**src/rtl/dma_poll_timer.sv**
```systemverilog
module dma_poll_timer #(
  parameter int NORM_FAST = 640,
  parameter int LONG_FAST = 10240,
  parameter int NORM_SLOW = 6400,
  parameter int LONG_SLOW = 102400,
  parameter int DATA_W    = 32
) (
  input  logic              clk,
  input  logic              rst_n,
  input  logic              speed_100,
  input  logic              wr_en,
  input  logic [1:0]        wr_sel,
  input  logic [DATA_W-1:0] wr_data,
  input  logic              tx_dma_en,
  input  logic              rx_dma_en,
  output logic              tx_fetch,
  output logic              rx_fetch
);
  localparam int CNT_W = 4;
  localparam int MAX_F = (NORM_FAST > LONG_FAST) ? NORM_FAST : LONG_FAST;
  localparam int MAX_S = (NORM_SLOW > LONG_SLOW) ? NORM_SLOW : LONG_SLOW;
  localparam int MAX_U = (MAX_F > MAX_S) ? MAX_F : MAX_S;
  localparam int PRE_W = $clog2(MAX_U + 1);
  localparam logic [1:0] SEL_CTRL = 2'd0;
  localparam logic [1:0] SEL_TXPD = 2'd1;
  localparam logic [1:0] SEL_RXPD = 2'd2;

  logic [1:0][CNT_W-1:0] cnt;
  logic [1:0]            lng;
  logic [1:0]            dem;
  logic [1:0]            en;
  logic [1:0]            fire;
  logic                  cfg_wr;

  assign cfg_wr = wr_en && (wr_sel == SEL_CTRL);
  assign dem    = {wr_en && (wr_sel == SEL_RXPD), wr_en && (wr_sel == SEL_TXPD)};
  assign en     = {rx_dma_en, tx_dma_en};

  always_ff @(posedge clk) begin
    if (!rst_n) begin
      cnt <= {CNT_W'(1), CNT_W'(0)};
      lng <= 2'b00;
    end else if (cfg_wr) begin
      cnt[0] <= wr_data[11:8];
      lng[0] <= wr_data[12];
      cnt[1] <= wr_data[3:0];
      lng[1] <= wr_data[4];
    end
  end

  for (genvar d = 0; d < 2; d++) begin : g_dir
    logic [PRE_W-1:0] pre;
    logic [PRE_W-1:0] ulen;
    logic [CNT_W-1:0] ucnt;
    logic             pend;
    logic             restart;
    logic             tick;
    logic             expire;

    assign ulen = lng[d] ? (speed_100 ? PRE_W'(LONG_FAST) : PRE_W'(LONG_SLOW))
                         : (speed_100 ? PRE_W'(NORM_FAST) : PRE_W'(NORM_SLOW));
    assign restart = dem[d] || cfg_wr || (cnt[d] == '0);
    assign tick    = (pre >= ulen - PRE_W'(1));
    assign expire  = !restart && tick && (ucnt >= cnt[d] - CNT_W'(1));
    assign fire[d] = pend && en[d];

    always_ff @(posedge clk) begin
      if (!rst_n) begin
        pre  <= '0;
        ucnt <= '0;
        pend <= 1'b0;
      end else begin
        if (restart) begin
          pre  <= '0;
          ucnt <= '0;
        end else if (tick) begin
          pre  <= '0;
          ucnt <= expire ? '0 : ucnt + CNT_W'(1);
        end else begin
          pre  <= pre + PRE_W'(1);
        end
        pend <= pend ? !fire[d] : (dem[d] || expire);
      end
    end
  end

  assign tx_fetch = fire[0];
  assign rx_fetch = fire[1];
endmodule

```
**config.mk**
```make
export PLATFORM = sky130hd
export DESIGN_NAME = dma_poll_timer
export DESIGN_NICKNAME = d
export VERILOG_FILES = /design/src/rtl/dma_poll_timer.sv
export SDC_FILE = /design/constraint.sdc
export NUM_CORES = 1
export LEC_CHECK = 0
export ABC_AREA = 1
export BUFFER_PORTS_ARGS = -buffer_cell sky130_fd_sc_hd__clkbuf_2
export CELL_PAD_IN_SITES_DETAIL_PLACEMENT = 1
export CELL_PAD_IN_SITES_GLOBAL_PLACEMENT = 2
export CORE_MARGIN = 2
export CORE_UTILIZATION = 34
export CTS_CLUSTER_SIZE = 10
export DETAILED_ROUTE_END_ITERATION = 12
export PLACE_DENSITY = 0.86
export SETUP_SLACK_MARGIN = 0.1
export SLEW_MARGIN = 20
export SYNTH_ARGS = -nofsm -noshare
export SYNTH_HDL_FRONTEND = slang
export SYNTH_SLANG_ARGS = --single-unit
```
**constraint.sdc**
```tcl
create_clock -name clk -period 2.36 [get_ports clk]
set_input_delay 0.472 -clock clk [delete_from_list [all_inputs] [get_ports clk]]
set_output_delay 0.472 -clock clk [all_outputs]
set_load 0.05 [all_outputs]
```
Word-level counts from Yosys, hierarchy flattened
Index checks and enable logic that the tools add are counted.
{ "totals": {"regBits": 54, "in_bits": 40, "out_inout_bits": 2, "elab_cells": 58} }
{ "op_classes": {"add_sub_neg": 8, "magnitude_cmp": 4, "eq_ne": 2, "n_mux": 8, "n_bitwise": 1, "n_reduce_logical": 26} }
{ "op_table": {"columns": ["cell", "count"], "rows": [
  ["17-bit 2-to-1 mux", 3],
  ["17-bit by 1-bit adder with 17-bit output, second input constant", 2],
  ["17-bit >= comparator", 2],
  ["17-bit by 1-bit subtractor with 17-bit output, second input constant", 2],
  ["13-bit 2-to-1 mux", 1],
  ["1-bit logical AND", 9],
  ["4-bit by 1-bit adder with 4-bit output, second input constant", 2],
  ["4-bit >= comparator", 2],
  ["4-bit zero test", 2],
  ["4-bit 2-to-1 mux", 2],
  ["4-bit by 1-bit subtractor with 4-bit output, second input constant", 2],
  ["1-bit logical OR", 6],
  ["3-bit OR reduction", 2],
  ["1-bit zero test", 4],
  ["2-bit OR reduction", 2],
  ["2-bit by 1-bit equality test with 1-bit output, second input constant", 1],
  ["2-bit equality test, second input constant", 1],
  ["2-bit zero test", 1],
  ["1-bit 2-to-1 mux", 2],
  ["1-bit inverter", 1]
]} }

Depth between registers and ports, before layout
Gate-level depths: netlist of the first run.
{ "depth": {"depth_word": 9, "ltp_mapped": 16, "mapped_depth_nobuf": 16} }

Worst setup path after synthesis of the first run
Ideal clock, no wire load.
{ "synth_timing": {"path_type": "input to register", "from": "input port speed_100", "to": "register g_dir[0].pre[15]", "setup_time_ns": 0.062, "arrival_ns": 2.023, "required_ns": 2.298, "setup_slack_ns": 0.275, "stages": 13, "path_buffers": 1, "path_cell_list": "inv_1 -> nor2_1 -> inv_1 -> ha_1 -> ha_1 -> nand2_1 -> nand2_1 -> nand3_1 -> nand2_1 -> nor2_4 -> nand3_4 -> buf_8 -> nor2_4"} }
{ "synth_between": {"elab_chain_cells": 5, "elab_cells_between_ends": 6, "cone_classes": "add/sub (1); order compare (1); mux (3); reduce/logical (1)"} }
{ "synth_rtl": {"columns": ["item", "line_no", "rtl"], "rows": [
  ["from (decl)", "10", "input logic speed_100,"],
  ["13-bit 2-to-1 mux or 17-bit 2-to-1 mux (tied branches)", "61, 60", null],
  ["17-bit 2-to-1 mux (*)", "60", "assign ulen = lng[d] ? (speed_100 ? PRE_W'(LONG_FAST) : PRE_W'(LONG_SLOW))"],
  ["17-bit by 1-bit subtractor with 17-bit output (*)", "63", "assign tick = (pre >= ulen - PRE_W'(1));"],
  ["17-bit >= comparator (*)", "63", null],
  ["3-bit OR reduction (no line) (*)", null, null],
  ["to (signal assigned)", "80", "pre <= pre + PRE_W'(1);"],
  ["to (decl)", "52", "logic [PRE_W-1:0] pre;"]
]} }
Every way passes the cells marked *; elsewhere a longest branch is shown, timed or not.
A chain may end at the register's enable or synchronous reset.

Worst setup path after layout of the first run
{ "layout_timing": {"from": "input port speed_100", "to": "register g_dir[0].pre[2]"} }
The elaborated chain is that of the path after synthesis.

==> reports/metrics.cfg, run 1 <==
[run_status]
outcome = completed

[pwr]
pwr-share-comb_pct = 13.4
p_per_area_nw_per_um2 = 432
total_power_mw = 1.69
clkPwrFrac_pct = 31.0
peakVddDrop_mv = 0.259
p_seq_share_pct = 55.5
p_leak_nw = 1.65
switching_share_pct = 26.1
p_sw_mw = 0.441
internal-power_mw = 1.25

[sta]
fin_crit_ps = 2110
setup_viol = 0
setup-tns-final_ps = 0
drv_slew = 0
rsz0062_at_grt = no
timing.fmax_mhz = 473
hold_viol = 0
fin_skew_ps = 11.1
post-route-period-util_pct = 89.6

[final_layout]
drive_gt1_share_pct = 20.5
multi_input_area_um2 = 2120
final_common_cell = nand2_1
syn_to_final_growth_pct = 14.4
antennaDiodeCount = 0
nFillCells = 1236
fin_nets = 561
regArea_um2 = 1090
final_cell_mix = nand2_1, inv_1, dfxtp_1

[route]
wl_per_cell_um = 12.3
viasPerCell = 4.79
num_vias = 2955
drt_iter0_markers = 89
wl_mm = 7.62
dr.pass1.iters = 4
drc_errors = 0
ant_nets = 0

[clock_tree]
htreeDepth = 2
cts_made_buffers = 5
clockBufferDepth = 2
cts_root_buf = clkbuf_8
clk-insertion-delay-late_ps = 310
cts_hold_buf = 0
cts_tree = done
cts_sinks = 54
clk_pin_slew_ps = 90

[yosys]
synth_xor_area_share_pct = 5.64
synth-simple-area-share_pct = 32.7
synth-seq-cells = 54
synth_top_family_by_area = simple AND/OR/NAND/NOR gates
synth_cell_type_count = 41
yosys_warnings = 0
synth_edf_count = 0
syn_area_per_cell_um2 = 7.63
synth_ff_type = dfxtp_1
synthMuxAreaShare_pct = 0
synth_compound_area_share_pct = 9.15
yosysSeqAreaShare_pct = 31.6
synth_area_um2 = 3420
async_flop_share_pct = 0
synth_fa_ha_area_share_pct = 13.2
synth_cells = 448

[global_routing]
antenna_found_initial = 0
overflow = 0
grt_usage_pct = 15.1
grt_max_degree = 18
grt_pass1_vias = 2996
grt_pass1_wl_mm = 13.7

[worst_setup_path]
cp.required_ps = 2580
r2r_slack_ps = 270
start_kind = input pin
crit_type = in2reg
end_kind = flip-flop
crit_arrival_ps = 2340
ff2ff_path_depth = 12
crit_fanout = 13

[floorplan]
fp-row-count = 36
dieArea_um2 = 10900
chipWidth_um = 104
io_pins = 42
initial_core_util_pct = 35.0
dieHeight_um = 104
coreArea_um2 = 9770

[placed_design]
gp_congestion = 0.769
hpwl_mm = 6.24
io_buffers = 19

[flow_run]
maxCapViolations = 0

[hold_path]
hp-class = in2reg
hold_depth = 3

-- routing by layer --
| metal | routed length, um | up-vias | track usage [%] | part of all wire, % |
|---|---|---|---|---|
| met5 | 0 | - | 0 | 0 |
| met4 | 79 | 0 | 3.76 | 1.0 |
| met3 | 109 | 5 | 2.07 | 1.4 |
| met2 | 3850 | 19 | 27.1 | 51 |
| met1 | 3580 | 1402 | 18.9 | 47 |
| li1 | - | 1529 | - | - |
-- critical path, stage by stage --
cell and delay, ps:
clkbuf_4 170, inv_2 80, nor2_4 100, inv_1 50, ha_1 330, ha_4 230, nand2_1 70, nand2_1 60
nand3_1 80, nand2_1 90, nor2_4 170, nand3_4 120, buf_12 170, nor3_1 130
-- power groups by stage --
stage | Combinational (mW) | Clock [mW] | Sequential (mW)
after floorplan | 0.151 | 0 | 0.957
after CTS | 0.223 | 0.559 | 0.938
after detailed placement | 0.222 | 0 | 0.959
after global routing | 0.261 | 0.595 | 0.942
final | 0.227 | 0.524 | 0.939
after global placement | 0.211 | 0 | 0.958
-- registers in the layout (all words and copies together), names as in the netlist --
register    flops
lng             2
g_dir.ucnt      8
g_dir.pre      34
g_dir.pend      2
cnt             8
-- cells in the mapped netlist (2+ instances only) --
cell,count,area share [%]
nand3_2,5,1.5
nand4_1,6,1.1
o21ai_0,11,1.6
o21ai_1,2,0.29
xnor2_1,11,2.8
nor2_2,15,2.7
nor2_1,40,4.4
xor2_1,11,2.8
nand2_4,3,0.99
nor3_1,11,1.6
nand3_4,2,1.0
inv_1,55,6.0
nand2_1,75,8.2
ha_1,36,13
a21oi_1,33,4.8
or2_2,4,0.73
clkbuf_1,2,0.22
dfxtp_1,54,32
o21bai_1,2,0.44
inv_2,4,0.44
nand2_2,5,0.92
nand3_1,34,5.0
nor3b_1,2,0.44
nor2_4,8,2.6
-- per-stage QoR --
step / area (um^2) / util (%) / hold slack, ps / instances / worst slack, ps
detailed placement: 3770 / 38.6 / 449 / 610 / -183
floorplan: 3420 / - / 427 / 449 / 275
global route: 3910 / 40.0 / 402 / 617 / 113
finish: 3910 / 40.0 / 406 / 617 / 246
global placement: 3770 / 38.6 / 437 / 610 / -81.0
CTS: 3850 / 39.4 / 388 / 616 / 119
-- area by class of cell --
type	instances	share of cell area, %
Multi-Input combinational cell	331	54.3
Inverter	60	5.76
Tap cell	133	4.26
Clock buffer	6	2.11
Sequential cell	54	27.8
Timing Repair Buffer	33	5.82
-- path summary, 6_finish.rpt --
| check | start | to |
|---|---|---|
| setup / recovery | speed_100 | g_dir[0].pre[2] |
| setup reg to reg | lng[0] | g_dir[0].pre[2] |
| hold / removal | wr_data[0] | cnt[4] |
| hold reg to reg | g_dir[0].pre[0] | g_dir[0].pre[0] |
-- timing repair --
action                                 CTS  global route
endpoints found under the hold margin    0             0
gates resized for setup                  0            15
setup buffers                            0             1
setup endpoints to repair                0            37
-- kinds of logic (layout without fill, tap and decap cells) --
| group | count (synthesis) | in the layout |
|---|---|---|
| and+or+nand+nor | 216 | 216 |
| other | 1 | 2 |
| DFF | 54 | 54 |
| adders and majority gates | 36 | 36 |
| xor gates and xnor gates | 22 | 22 |
| buffers and inverters | 64 | 99 |
| AOI/OAI and AO/OA | 55 | 55 |
Note: power is estimated with default switching activity, not from simulation.
==> inputs of run 2 (changes only) <==
--- a/config.mk
+++ b/config.mk
@@ -5,7 +5,6 @@
 export SDC_FILE = /design/constraint.sdc
 export NUM_CORES = 1
 export LEC_CHECK = 0
-export ABC_AREA = 1
 export BUFFER_PORTS_ARGS = -buffer_cell sky130_fd_sc_hd__clkbuf_2
 export CELL_PAD_IN_SITES_DETAIL_PLACEMENT = 1
 export CELL_PAD_IN_SITES_GLOBAL_PLACEMENT = 2
@@ -13,7 +12,7 @@
 export CORE_UTILIZATION = 34
 export CTS_CLUSTER_SIZE = 10
 export DETAILED_ROUTE_END_ITERATION = 12
-export PLACE_DENSITY = 0.86
+export PLACE_DENSITY_LB_ADDON = 0.1
 export SETUP_SLACK_MARGIN = 0.1
 export SLEW_MARGIN = 20
 export SYNTH_ARGS = -nofsm -noshare
==> run 2 against run 1 <==
Net effect:
- area after synthesis fell by 9.6%
- largest power group unchanged
- final area fell by 2.7%
- maximum frequency fell by 8.8%
- total power fell by 0.55%
- critical path type is now reg2reg
- sequential power fell by 0.5%
==> reports/metrics.cfg, run 2 <==
[run_status]
outcome = completed

[sta]
worst_slew_pin_slew_ps = 494
max_slew_margin_pct = 66.8
fin_crit_ps = 2320
fin_skew_ps = 7.08
setup-tns-final_ps = 0
post-route-period-util_pct = 98.2
setup_viol = 0
drv_slew = 0
rsz0062_at_grt = yes
hold_viol = 0
setup_slack_ps = 42.8
timing.fmax_mhz = 432

[final_layout]
fin_nets = 497
largest_reg_flops = 34
final_util_pct = 43.4
antennaDiodeCount = 0
top_register = g_dir.pre
largestRegisters = g_dir.pre (34), cnt (8), g_dir.ucnt (8)
syn_to_final_growth_pct = 23.2
drive_gt1_share_pct = 21.2
final_cell_mix = dfxtp_1, nor2_1, nand2_1
final_common_cell = dfxtp_1
nFillCells = 1057

[hold_path]
holdCritStartpoint = wr_data[11]
hp-class = in2reg
hold_end = cnt[3]
hold_depth = 3

[clock_tree]
cts_made_buffers = 5
cts_tree = done
cts_root_buf = clkbuf_8
clockBufferDepth = 2
htreeDepth = 2
cts_hold_buf = 0
clk_pin_slew_ps = 100
clk-insertion-delay-late_ps = 320
cts_sinks = 54

[route]
wl_mm = 7.11
dr.pass1.iters = 4
viasPerCell = 4.95
wl_per_cell_um = 13.5
drt_iter0_markers = 43
drc_errors = 0
ant_nets = 0
num_vias = 2614

[worst_setup_path]
rr_endpoint = g_dir[1].pend
crit_path_max_incr_delay_ps = 500
ff2ff_path_depth = 10
crit_arrival_ps = 2560
crit_type = reg2reg
end_kind = flip-flop
crit_family = simple AND/OR/NAND/NOR gates
r2r_slack_ps = 40
regToRegStartpoint = lng[1]
crit_chain = buf_6 -> nor2_4 -> inv_2 -> ha_4 -> ha_4 -> nand4_1 -> o31ai_4 -> a221oi_4 -> or4b_4 -> a211oi_2
slowest_stage = or4b_4
cpMostUsedCell = ha_4
cp.required_ps = 2600
start_kind = flip-flop
crit_fanout = 3
critical_path_buf_inv_count = 2

[pwr]
peakVddDrop_mv = 0.198
p_per_area_nw_per_um2 = 442
p_leak_nw = 1.47

[yosys]
synth-seq-cells = 54
synthTopCellsByCount = dfxtp_1, nor2_1, nand2_1, ha_1, inv_1
syn_area_per_cell_um2 = 8.37
synth_area_um2 = 3090
synth.top_cell.area_share_pct = 35.0
yosys_warnings = 0
synth_cell_type_count = 41
synth_area_leader_cell = dfxtp_1
ys_top_cells_by_area = dfxtp_1, ha_1, xnor2_1
synth_edf_count = 0
synth_ff_type = dfxtp_1
async_flop_share_pct = 0
yosysSeqAreaShare_pct = 35.0
synth_cells = 369
synth.most_common_cell = dfxtp_1

[global_routing]
grt_pass1_vias = 2687
grt_use_met3_pct = 2.74
grt_usage_pct = 15.6
grt_max_degree = 15
overflow = 0
antenna_found_initial = 0
grt_pass1_wl_mm = 12.6
busiest_layer = met2
grtUsageMet1_pct = 21.1
grt_util_met2_pct = 25.9

[floorplan]
dieHeight_um = 99.3
chipWidth_um = 99.3
coreArea_um2 = 8760
initial_core_util_pct = 35.2
fp-row-count = 34
dieArea_um2 = 9860
io_pins = 42

[placed_design]
pre_cts_ws_ps = -420
gp_congestion = 0.734
hpwl_mm = 5.52
io_buffers = 19

[flow_run]
maxCapViolations = 0

-- run 2: cell families after synthesis --
group,Yosys count,share of synthesized area (%)
AOI/OAI and AO/OA,60,12.8
xor gates and xnor gates,34,9.64
adders and majority gates,36,14.6
buffers and inverters,30,3.73
DFF,54,35.0
other,1,0.121
and+or+nand+nor,154,24.1
-- run 2: area by class of cell --
cell class	count	area (um^2)	share of cell area, %
inverters	23	86.3	2.27
clock buffers	6	82.6	2.17
multi-input cells	286	2050	53.9
repair buffers	51	363	9.54
well taps	108	135	3.55
flip-flops and latches	54	1090	28.5
-- run 2: power breakdown --
part           internal [mW]  switching, mW
Sequential             0.922         0.0114
Clock                  0.228          0.308
Combinational          0.101          0.110
Total                   1.25          0.430
-- run 2: stage by stage --
step / area, um^2 / hold WS (ps) / total power, mW / cells
after CTS: 3760 / 363 / 1.71 / 527
final: 3800 / 366 / 1.68 / 528
after floorplan: 3140 / 430 / 1.07 / 370
after global routing: 3800 / 364 / 1.78 / 528
after global placement: 3520 / 454 / 1.14 / 515
after detailed placement: 3520 / 465 / 1.15 / 515
-- run 2: timing repair --
| action | 4_1_cts | 5_1_grt |
|---|---|---|
| gates resized for setup | 22 | 11 |
| setup endpoints to repair | 44 | 42 |
| buffers inserted | 6 | 1 |
| pin swaps | 9 | 2 |
-- run 2: worst max-delay path by stage --
stage	start	to	slack, ps	cells after the start
global placement	speed_100	g_dir[1].pend	-360	9
finish	lng[1]	g_dir[1].pend	40	10
CTS	lng[1]	g_dir[1].pend	-20	10
global route	lng[1]	g_dir[1].pre[4]	-50	12
detailed placement	speed_100	g_dir[1].ucnt[2]	-420	9
floorplan	speed_100	g_dir[1].pend	70	9
-- run 2: tightest hold or removal path, delay by kind of cell --
family                 cells  cell delay, ps
buffers and inverters      1              80
AO/OA/AOI/OAI              1              50
AND/OR/NAND/NOR            1              40
-- run 2: layer usage --
metal | vias to the layer above | share of wire [%]
met5 | - | 0
li1 | 1375 | -
met1 | 1208 | 51
met2 | 25 | 46
met4 | 0 | 1.1
met3 | 6 | 2.5
